==> src/rtl/ds3_oof_pkg.sv <==
package ds3_oof_pkg;
  typedef enum logic {
    ST_SEARCH  = 1'b0,
    ST_LOCKED  = 1'b1
  } lock_state_e;

  localparam int CFG_BITS    = 4;
  localparam int CFG_MSEL    = 0;
  localparam int CFG_FSEL    = 1;
  localparam int CFG_PARFRM  = 2;
  localparam int CFG_LOSDIS  = 3;
endpackage

==> src/rtl/ds3_err_window.sv <==
module ds3_err_window #(
  parameter  int DEPTH = 16,
  localparam int CW    = $clog2(DEPTH + 1)
) (
  input  logic          clk,
  input  logic          clr,
  input  logic          adv,
  input  logic          err,
  output logic [CW-1:0] cnt
);
  logic [DEPTH-1:0] hist;

  always_ff @(posedge clk) begin
    if (clr)      hist <= '0;
    else if (adv) hist <= {hist[DEPTH-2:0], err};
  end

  always_comb begin
    cnt = '0;
    for (int i = 0; i < DEPTH; i++) cnt = cnt + CW'(hist[i]);
  end
endmodule

==> src/rtl/ds3_lock_fsm.sv <==
module ds3_lock_fsm
  import ds3_oof_pkg::*;
(
  input  logic clk,
  input  logic rst,
  input  logic relock,
  input  logic lose,
  output logic in_frame,
  output logic oof,
  output logic search_req
);
  lock_state_e state;

  always_ff @(posedge clk) begin
    if (rst) begin
      state      <= ST_SEARCH;
      oof        <= 1'b1;
      search_req <= 1'b0;
    end else begin
      search_req <= 1'b0;
      case (state)
        ST_SEARCH: if (relock) begin
          state <= ST_LOCKED;
          oof   <= 1'b0;
        end
        ST_LOCKED: if (lose) begin
          state      <= ST_SEARCH;
          oof        <= 1'b1;
          search_req <= 1'b1;
        end
        default: state <= ST_SEARCH;
      endcase
    end
  end

  assign in_frame = (state == ST_LOCKED);
endmodule

==> src/rtl/ds3_oof_monitor.sv <==
module ds3_oof_monitor
  import ds3_oof_pkg::*;
#(
  parameter int F_WIN      = 16,
  parameter int F_THR_NORM = 6,
  parameter int F_THR_FAST = 3,
  parameter int M_WIN      = 4,
  parameter int M_THR      = 3,
  parameter int P_WIN      = 5,
  parameter int P_THR      = 2
) (
  input  logic       clk,
  input  logic       rst,
  input  logic       cfg_we,
  input  logic [3:0] cfg_wdata,
  input  logic       f_valid,
  input  logic       f_match,
  input  logic       m_valid,
  input  logic       m_match,
  input  logic       p_valid,
  input  logic       p_match,
  input  logic       frame_found,
  input  logic       parity_good,
  input  logic       idle_in,
  input  logic       los_in,
  input  logic       ais_in,
  output logic       oof_out,
  output logic       in_frame,
  output logic       search_req,
  output logic [7:0] status
);
  localparam int FCW = $clog2(F_WIN + 1);
  localparam int MCW = $clog2(M_WIN + 1);
  localparam int PCW = $clog2(P_WIN + 1);
  localparam logic [FCW-1:0] F_T_NORM = FCW'(F_THR_NORM);
  localparam logic [FCW-1:0] F_T_FAST = FCW'(F_THR_FAST);
  localparam logic [MCW-1:0] M_T      = MCW'(M_THR);
  localparam logic [PCW-1:0] P_T      = PCW'(P_THR);

  logic [CFG_BITS-1:0] cfg_q;
  logic [2:0]          ro_q;
  logic [FCW-1:0]      f_cnt;
  logic [MCW-1:0]      m_cnt;
  logic [PCW-1:0]      p_cnt;
  logic                win_clr, f_hit, m_hit, p_hit, lose, relock;

  always_ff @(posedge clk) begin
    if (rst) begin
      cfg_q <= '0;
      ro_q  <= '0;
    end else begin
      if (cfg_we) cfg_q <= cfg_wdata;
      ro_q <= {ais_in, los_in, idle_in};
    end
  end

  assign win_clr = rst | ~in_frame;

  ds3_err_window #(.DEPTH(F_WIN)) u_fwin (
    .clk(clk), .clr(win_clr), .adv(f_valid), .err(~f_match), .cnt(f_cnt));
  ds3_err_window #(.DEPTH(M_WIN)) u_mwin (
    .clk(clk), .clr(win_clr), .adv(m_valid), .err(~m_match), .cnt(m_cnt));
  ds3_err_window #(.DEPTH(P_WIN)) u_pwin (
    .clk(clk), .clr(win_clr), .adv(p_valid), .err(~p_match), .cnt(p_cnt));

  assign f_hit  = f_cnt >= (cfg_q[CFG_FSEL] ? F_T_FAST : F_T_NORM);
  assign m_hit  = cfg_q[CFG_MSEL]   && (m_cnt >= M_T);
  assign p_hit  = cfg_q[CFG_PARFRM] && (p_cnt >= P_T);
  assign lose   = f_hit | m_hit | p_hit;
  assign relock = frame_found && (!cfg_q[CFG_PARFRM] || parity_good);

  ds3_lock_fsm u_fsm (
    .clk(clk), .rst(rst), .relock(relock), .lose(lose),
    .in_frame(in_frame), .oof(oof_out), .search_req(search_req));

  assign status = {ro_q, oof_out, cfg_q};
endmodule

==> config.mk <==
export PLATFORM = sky130hd
export DESIGN_NAME = ds3_oof_monitor
export DESIGN_NICKNAME = d
export VERILOG_FILES = /design/src/rtl/ds3_oof_pkg.sv /design/src/rtl/ds3_err_window.sv /design/src/rtl/ds3_lock_fsm.sv /design/src/rtl/ds3_oof_monitor.sv
export SDC_FILE = /design/constraint.sdc
export NUM_CORES = 1
export LEC_CHECK = 0
export ABC_AREA = 1
export BUFFER_PORTS_ARGS = -buffer_cell sky130_fd_sc_hd__buf_2
export CORE_UTILIZATION = 55
export DETAILED_ROUTE_END_ITERATION = 16
export PLACE_DENSITY = 0.78
export SYNTH_ARGS = -nofsm -noshare
export SYNTH_HDL_FRONTEND = slang
export SYNTH_SLANG_ARGS = --single-unit
==> constraint.sdc <==
create_clock -name clk -period 4.83 [get_ports clk]
set_clock_uncertainty 0.05 [all_clocks]
set_input_delay 0 -clock clk [delete_from_list [all_inputs] [get_ports clk]]
set_output_delay 0 -clock clk [all_outputs]
set_load 0.005 [all_outputs]
==> summary.md, run 1 <==
| Metric | Value |
|---|---|
| Fin crit share | 94.2% |
| Compound-Gate Fraction of Synth Area | 16.1% |
| YS warnings | 0 |
| Unique masters post-synth | 18 |
| Post-cts resize count | 0 |
| Die height | just under 60 um |
| Gr usage total | approximately a quarter |
| Seq/Total Area, Yosys | 39.9% |
| Hold Path End | u_fwin.hist[14]$_SDFFE_PP0P_ |
| Max_slew headroom | 68.0% |
| CTS tree | done |
| Ports | 29 |
| Max VDD drop | 0.000156 V |
| Fin cells | 303 |
| First-pass iteration count of the detailed router | 4 |
| Fin crit period | 4550 ps |
| Hold Path Class | primary input to register |
| CTS H-Tree Depth | 2 |
| Die Area | 0.00342 mm^2 |
| Max Transition Viols Final | 0 |
| Final hold violation count | 0 |
| Total global routing overflow | 0 |
| Total length of routed wires | 3500 um |
| Reg2reg setup slack | 280 ps |
| DRT iter0 DRCs | 47 |
| Fillcell total | 242 |
| Post-CTS setup buffers | 0 |
| CP Launch Type | register |
| CTS Root Cell | clkbuf_4 |
| Most common cell after layout, fill and taps aside | inv_1 |
| Seq pwr share | 56.3% |
| Fin util | about 72% |
| Synth Instances | 205 |
| IO Port Bufs | 28 |
| Pwr dens | 247 mW/mm^2 |
| Core Area | 0.00305 mm^2 |
| Nets | 301 |
| Fmax | 220 MHz |
| Worst EP arrival | 4730 ps |
| Maximum root-to-sink buffer count | 2 |
| Final setup fails | 0 |
| Share of layout cells above drive strength 1 | 13.1% |
| Multi-input gate area | 831 um^2 |
| Syn Nets | around 250 |
| Worst Hold Path Cells | 2 |
| Hold wc startpoint | f_valid |
| Post-synthesis simple-gate area fraction | 8.76% |
| DRC | 0 |
| Reg-to-reg endpoint | u_fsm.oof$_SDFFE_PP1P_ |
| CP Capture Type | register |
| CTS Buf Count | 5 |
| N_diodes | 0 |
| Largest net degree at the start of global routing | 31 |
| FF-to-FF Start | u_fwin.hist[0]$_SDFFE_PP0P_ |
| Gpl congestion | 0.771 |
| Initial antenna violation count | 0 |
| Clock insertion delay at the later pin of the skew report | approximately 340 ps |
| Vias in the first global route | around 1500 |
| Sw power | 146 uW |
| Clk slew on worst S/H paths | 90 ps |
| Post-DP HPWL | between 2000 and 2500 um |
| Worst EP required | about 5000 ps |
| Via Count | 1452 |
| Per-cell routed wire length | 11.5 um |
| Initial Utilization | 57.5% |
| Setup TNS | 0 ps |
| # rows | 20 |
| First-pass GRT wire length | between 6000 and 7000 um |
| Xor and xnor area share after synthesis | less than 1% |
| Worst reg2reg path depth | 18 |
| Leading cell types in the layout, fill and taps excluded | inv_1 (48), dfxtp_1 (35), a21oi_1 (29) |
| Worst Tran Pin Value | approximately 480 ps |
| Final hold slack | 59.0 ps |
| LEAKAGE | between 1 and 1.5 nW |
| Sw frac | 26.7% |
| Reg area | approximately 700 um^2 |
| CP Class | register to register |
| Synthesized flop and latch total | 35 |
| DR vias/cell | 4.79 |
| Die extent in x | 58.5 um |
| Clock sink count | 35 |
| Internal Pwr Total | roughly 400 uW |
| Clk pwr share | 25.7% |
| Placed insts | 271 |
| Logic pwr share | around 18% |
| Largest family of logic cells by synthesized area | adder cells |
| Max Cap Viol | 0 |
| Post-synthesis mux area share | 0% |
| Area Growth Syn to Fin | 25.7% |
| Synth Area in Adders | 21.9% |
| Max FO, Critical Path | 3 |
| Syn avg cell area | approximately 8.6 um^2 |
| Post-synthesis cell area | 0.00176 mm^2 |
| Status | complete, no violations |
| Hold_buf cts | 26 |
| Final Power | 545 uW |
| RSZ-0062 raised after global routing | false |
| Routed Antenna Nets | 0 |
## cell families (layout without fill, tap and decap cells)
logic type / count (synthesis) / count (layout)
AO/OA/AOI/OAI: 56 / 56
XOR/XNOR: 1 / 1
buffers and inverters: 54 / 108
AND/OR/NAND/NOR: 36 / 36
flip-flops: 35 / 35
adder cells (fa/ha/maj): 23 / 23
## power by group through the flow
| stage | Clock (mW) | Combinational [mW] | Sequential [mW] |
|---|---|---|---|
| global placement | 0 | 0.0755 | 0.313 |
| finish | 0.140 | 0.0983 | 0.307 |
| global route | 0.156 | 0.114 | 0.308 |
| floorplan | 0 | 0.0564 | 0.313 |
| detailed placement | 0 | 0.0809 | 0.313 |
| CTS | 0.149 | 0.0981 | 0.307 |
## synthesized netlist by cell type, drive strengths merged
cell / count / area share (%)
buf: 6 / 2.6
nand4: 1 / 0.36
dfxtp: 35 / 40
o21a: 1 / 0.43
nand2: 18 / 3.8
xnor2: 1 / 0.50
nor2: 12 / 3.0
nand3: 4 / 1.1
a21oi: 29 / 8.3
o21ai: 26 / 7.4
inv: 48 / 10
nand3b: 1 / 0.43
fa: 13 / 15
ha: 10 / 7.1
## per-layer routing
| layer | global-route usage, % | part of all wire [%] | vias to the layer above |
|---|---|---|---|
| li1 | - | - | 748 |
| met1 | 25.0 | 43 | 655 |
| met2 | 46.5 | 50 | 42 |
| met3 | 6.59 | 4.6 | 7 |
| met4 | 11.2 | 1.9 | 0 |
| met5 | 0 | 0 | - |
## registers in the layout, indices dropped and copies added (netlist names)
register	count
u_fsm.in_frame	1
u_fwin.hist	16
u_fsm.search_req	1
u_pwin.hist	5
ro_q	3
cfg_q	4
u_mwin.hist	4
u_fsm.oof	1
## through the flow
stage	instance area, um^2	worst slack [ps]
detailed placement	1910	309
global placement	1910	428
finish	2210	282
global route	2210	47.1
floorplan	1760	517
CTS	2210	262
## worst max-delay path, cell delays in order, from the launching register on
cell and delay [ps]:
dfxtp_1 330, ha_1 290, inv_1 70, fa_1 430, fa_1 500, fa_1 570, fa_1 440, fa_1 420
fa_1 410, xnor2_1 140, ha_1 270, inv_1 50, nor2_1 30, nand2_1 50, nand3_1 60, nor2_1 120
nand3_1 80, nand2_1 80, nand2_1 50
## how the worst max path moves through the flow
| stage | start | to | slack [ps] | depth (start not counted) |
|---|---|---|---|---|
| CTS | u_fwin.hist[0]$_SDFFE_PP0P_ | u_fsm.oof$_SDFFE_PP1P_ | 260 | 18 |
| floorplan | u_fwin.hist[0]$_SDFFE_PP0P_ | u_fsm.oof$_SDFFE_PP1P_ | 520 | 18 |
| global route | u_fwin.hist[0]$_SDFFE_PP0P_ | u_fsm.oof$_SDFFE_PP1P_ | 50 | 18 |
| global placement | u_fwin.hist[0]$_SDFFE_PP0P_ | u_fsm.oof$_SDFFE_PP1P_ | 430 | 18 |
| finish | u_fwin.hist[0]$_SDFFE_PP0P_ | u_fsm.oof$_SDFFE_PP1P_ | 280 | 18 |
| detailed placement | u_fwin.hist[0]$_SDFFE_PP0P_ | u_fsm.oof$_SDFFE_PP1P_ | 310 | 18 |
## layout make-up
cell class	count	area share [%]
multi-input combinational	116	37.6
sequential	35	31.7
timing repair buffer	54	18.1
inverter	48	8.16
tap	44	2.49
clock buffer	6	1.87
Power figures use the tool's default switching activity.
==> inputs of run 2 (changes only) <==
--- a/config.mk
+++ b/config.mk
@@ -5,7 +5,6 @@
 export SDC_FILE = /design/constraint.sdc
 export NUM_CORES = 1
 export LEC_CHECK = 0
-export ABC_AREA = 1
 export BUFFER_PORTS_ARGS = -buffer_cell sky130_fd_sc_hd__buf_2
 export CORE_UTILIZATION = 55
 export DETAILED_ROUTE_END_ITERATION = 16
==> run 2 against run 1 <==
  * Synthesized area grew 3.3%
  * Hold slack lost 9.3 ps
  * Total power shrank 6.7%
  * Count of clock-buffer cells in the layout grew 1
  * Critical endpoint is now u_fsm.in_frame$_SDFF_PP0_
  * Sequential power shrank 2%
  * Cell area grew 1.6%
  * Synthesized cell count shrank 12%
  * Global-route usage shrank 0.86 points
  * Sequential cell count is the same
==> summary.md, run 2 <==
| Metric | Value |
|---|---|
| Status | complete, no violations (unchanged) |
| Crit-path max cell delay | 540 ps (was 570 ps) |
| Unique masters post-synth | 24 (was 18) |
| N_diodes | 0 (unchanged) |
| Ports | 29 (unchanged) |
| IO Port Bufs | 28 (unchanged) |
| Post-DP HPWL | 2360 um (was 2330 um) |
| Top-count cell post-synth | dfxtp_1 (was inv_1) |
| Top flop regs | u_fwin.hist: 16 flops, u_pwin.hist: 5 flops (unchanged) |
| Routed Antenna Nets | 0 (unchanged) |
| Worst EP required | 5020 ps (was 5010 ps) |
| Grt met2 use | 43.2% (was 46.5%) |
| DRC | 0 (unchanged) |
| Internal Pwr Total | 387 uW (was 400 uW) |
| Leading area contributor after synthesis | dfxtp_1 (unchanged) |
| Die height | 59.5 um (was 58.5 um) |
| Max FO, Critical Path | 3 (unchanged) |
| Seq pwr share | 59.2% (was 56.3%) |
| CP Capture Type | register (unchanged) |
| Most common cell after layout, fill and taps aside | dfxtp_1 (was inv_1) |
| Fin cells | 275 (was 303) |
| Worst EP arrival | 4850 ps (was 4730 ps) |
| Nets | 271 (was 301) |
| Die extent in x | 59.5 um (was 58.5 um) |
| Core Area | 0.00310 mm^2 (was 0.00305 mm^2) |
| Clk pwr share | 28.7% (was 25.7%) |
| Slowest-stage cell, CP | fa_1 (unchanged) |
| Worst Setup SP | u_fwin.hist[0]$_SDFFE_PP0P_ (unchanged) |
| DRT iter0 DRCs | 60 (was 47) |
| GR Layer Usage met1 | 24.3% (was 25.0%) |
| Maximum root-to-sink buffer count | 2 (unchanged) |
| Per-cell routed wire length | 13.2 um (was 11.5 um) |
| CP Class | register to register (unchanged) |
| CP cell instances | ha_1 -> inv_1 -> fa_1 -> fa_1 -> fa_1 -> fa_1 -> fa_1 -> fa_1 -> xnor2_1 -> ha_1 -> inv_1 -> o311a_1 -> a31o_1 (was ha_1 -> inv_1 -> fa_1 -> fa_1 -> fa_1 -> fa_1 -> fa_1 -> fa_1 -> xnor2_1 -> ha_1 -> inv_1 -> nor2_1 -> nand2_1 -> nand3_1 -> nor2_1 -> nand3_1 -> nand2_1 -> nand2_1) |
| Share of layout cells above drive strength 1 | 16.0% (was 13.1%) |
| Final hold violation count | 0 (unchanged) |
| Max Cap Viol | 0 (unchanged) |
| DR vias/cell | 4.84 (was 4.79) |
| Fin crit period | 4660 ps (was 4550 ps) |
| RSZ-0062 raised after global routing | false (unchanged) |
| Max_slew headroom | 36.8% (was 68.0%) |
| Area contributors post-synth | dfxtp_1 (39%), mux2i_1 (15%), fa_1 (14%), ha_1 (6.9%), inv_1 (6.6%) (was dfxtp_1 (40%), fa_1 (15%), inv_1 (10%), a21oi_1 (8.3%), ha_1 (7.1%)) |
| Syn Nets | 222 (was 246) |
| Pre-CTS WS | 151 ps (was 309 ps) |
| YS warnings | 0 (unchanged) |
| Clk slew on worst S/H paths | 100 ps (was 90 ps) |
| Synth cell count leaders | dfxtp_1 (35), inv_1 (32), nor2_1 (30) (was inv_1 (48), dfxtp_1 (35), a21oi_1 (29)) |
| CTS Root Cell | clkbuf_4 (unchanged) |
| # rows | 20 (unchanged) |
| Area Growth Syn to Fin | 23.6% (was 25.7%) |
| LEAKAGE | 0.975 nW (was 1.00 nW) |
| Total global routing overflow | 0 (unchanged) |
| Clock insertion delay at the later pin of the skew report | 340 ps (about the same) |
| Vias in the first global route | 1414 (was 1501) |
| Synthesized flop and latch total | 35 (unchanged) |
| Ys flop type | dfxtp_1 (unchanged) |
| Via Count | 1331 (was 1452) |
| CTS tree | done (unchanged) |
| Pwr dens | 227 mW/mm^2 (was 247 mW/mm^2) |
| Busiest grt layer | met2 (unchanged) |
| Gpl congestion | 0.818 (was 0.771) |
| Largest reg by FF count | u_fwin.hist (unchanged) |
| Initial antenna violation count | 0 (unchanged) |
| Post-synthesis cell area | 0.00182 mm^2 (was 0.00176 mm^2) |
| FF-to-FF Start | u_fwin.hist[0]$_SDFFE_PP0P_ (unchanged) |
| First-pass GRT wire length | 5910 um (was 6070 um) |
| Initial Utilization | 58.5% (was 57.5%) |
| Max VDD drop | 0.000125 V (was 0.000156 V) |
| Final WS setup | 175 ps (was 282 ps) |
| Hold wc startpoint | parity_good (was f_valid) |
| Synth Instances | 181 (was 205) |
| Post-synth top area share | 38.6% (was 39.9%) |
| Sw frac | 24.0% (was 26.7%) |
| Max reg flops | 16 (unchanged) |
| Sw power | 122 uW (was 146 uW) |
| CTS Buf Count | 5 (unchanged) |
| First-pass iteration count of the detailed router | 5 (was 4) |
| CTS H-Tree Depth | 2 (unchanged) |
| Leading cell types in the layout, fill and taps excluded | dfxtp_1 (35), inv_1 (32), nor2_1 (30) (was inv_1 (48), dfxtp_1 (35), a21oi_1 (29)) |
| GR Layer Usage met3 | 6.99% (was 6.59%) |
| Placed insts | 243 (was 271) |
| FFs w/ async S/R, synth | 0% (unchanged) |
| Fin crit share | 96.4% (was 94.2%) |
| Total length of routed wires | 3620 um (was 3500 um) |
| Fmax | 215 MHz (was 220 MHz) |
| Hold Path Class | primary input to register (unchanged) |
| Fin util | 72.3% (about the same) |
| Seq/Total Area, Yosys | 38.6% (was 39.9%) |
| Clock sink count | 35 (unchanged) |
| Cell repeated most along the worst path | fa_1 (unchanged) |
| Syn avg cell area | 10.0 um^2 (was 8.57 um^2) |
| Die Area | 0.00353 mm^2 (was 0.00342 mm^2) |
| Largest net degree at the start of global routing | 28 (was 31) |
| Gr usage total | 23.7% (was 24.6%) |
| Max Transition Viols Final | 0 (unchanged) |
| Logic pwr share | 12.2% (was 18.0%) |
| Setup TNS | 0 ps (unchanged) |
| Final setup fails | 0 (unchanged) |
| Worst Tran Pin Value | 948 ps (was 479 ps) |
| EDFF count, synth | 0 (unchanged) |
| CP Launch Type | register (unchanged) |
[run 2: cell types whose count changed after synthesis, moves of 2 or more]
cell	previous run	this run
a211oi_1	0	4
a21oi_1	29	1
clkbuf_1	0	4
inv_1	48	32
mux2i_1	0	27
nand2_1	18	2
nand2b_1	0	2
nand3_1	4	0
nor2_1	11	30
nor2b_1	0	5
o21ai_0	21	2
o21ai_1	5	0
[run 2: cells by family after synthesis]
kind of cell | Yosys count | synth area share, %
AO/OA/AOI/OAI | 12 | 5.03
XOR/XNOR | 1 | 0.483
adder cells (fa/ha/maj) | 23 | 21.2
buffers and inverters | 42 | 9.72
flip-flops | 35 | 38.6
multiplexers | 27 | 14.9
AND/OR/NAND/NOR | 41 | 10.1
[run 2: area by class of cell]
| class | instances | area, um^2 |
|---|---|---|
| repair buffers | 52 | 380 |
| fillers | 240 | 858 |
| multi-input cells | 104 | 938 |
| inverters | 32 | 120 |
| clock buffers | 7 | 45.0 |
| clock inverters | 1 | 5.00 |
| well taps | 44 | 55.1 |
| flip-flops and latches | 35 | 701 |
[run 2: critical path, delay by kind of cell, from the launching register on]
| kind | cells | cell delay (ps) |
|---|---|---|
| fa+ha+maj | 8 | 3350 |
| xor+xnor | 1 | 160 |
| buf+inv | 2 | 100 |
| compound gates | 2 | 570 |
| flops | 1 | 330 |
[run 2: worst paths after layout]
kind	to	slack [ps]	depth (start not counted)
worst max-delay path	u_fsm.in_frame$_SDFF_PP0_	170	13
worst min-delay path	u_fsm.in_frame$_SDFF_PP0_	50	4
worst max register to register	u_fsm.in_frame$_SDFF_PP0_	170	13
worst min register to register	u_fwin.hist[15]$_SDFFE_PP0P_	460	2
[run 2: metal layers]
metal,wire [um],part of all wire [%],vias to the layer above
li1,-,-,666
met2,1940,54,27
met3,115,3.2,10
met1,1440,40,628
met4,123,3.4,0
met5,0,0,-
[run 2: metrics by stage]
stage	hold slack [ps]	area [um^2]	total power [mW]
global route	83.0	2240	0.534
finish	49.7	2240	0.509
detailed placement	146	1950	0.352
floorplan	49.0	1820	0.338
global placement	133	1950	0.349
CTS	42.5	2240	0.511
[run 2: power groups by stage]
| stage | registers, mW | logic [mW] | clock network [mW] |
|---|---|---|---|
| floorplan | 0.307 | 0.0307 | 0 |
| global placement | 0.307 | 0.0419 | 0 |
| detailed placement | 0.307 | 0.0444 | 0 |
| CTS | 0.301 | 0.0602 | 0.150 |
| global route | 0.302 | 0.0680 | 0.164 |
| finish | 0.301 | 0.0619 | 0.146 |
[run 2: timing repair]
| item | CTS | global route |
|---|---|---|
| hold buffers | 24 | 0 |
| gates resized for setup | 0 | 0 |
| endpoints found under the hold margin | 17 | 0 |
| setup buffers | 0 | 0 |
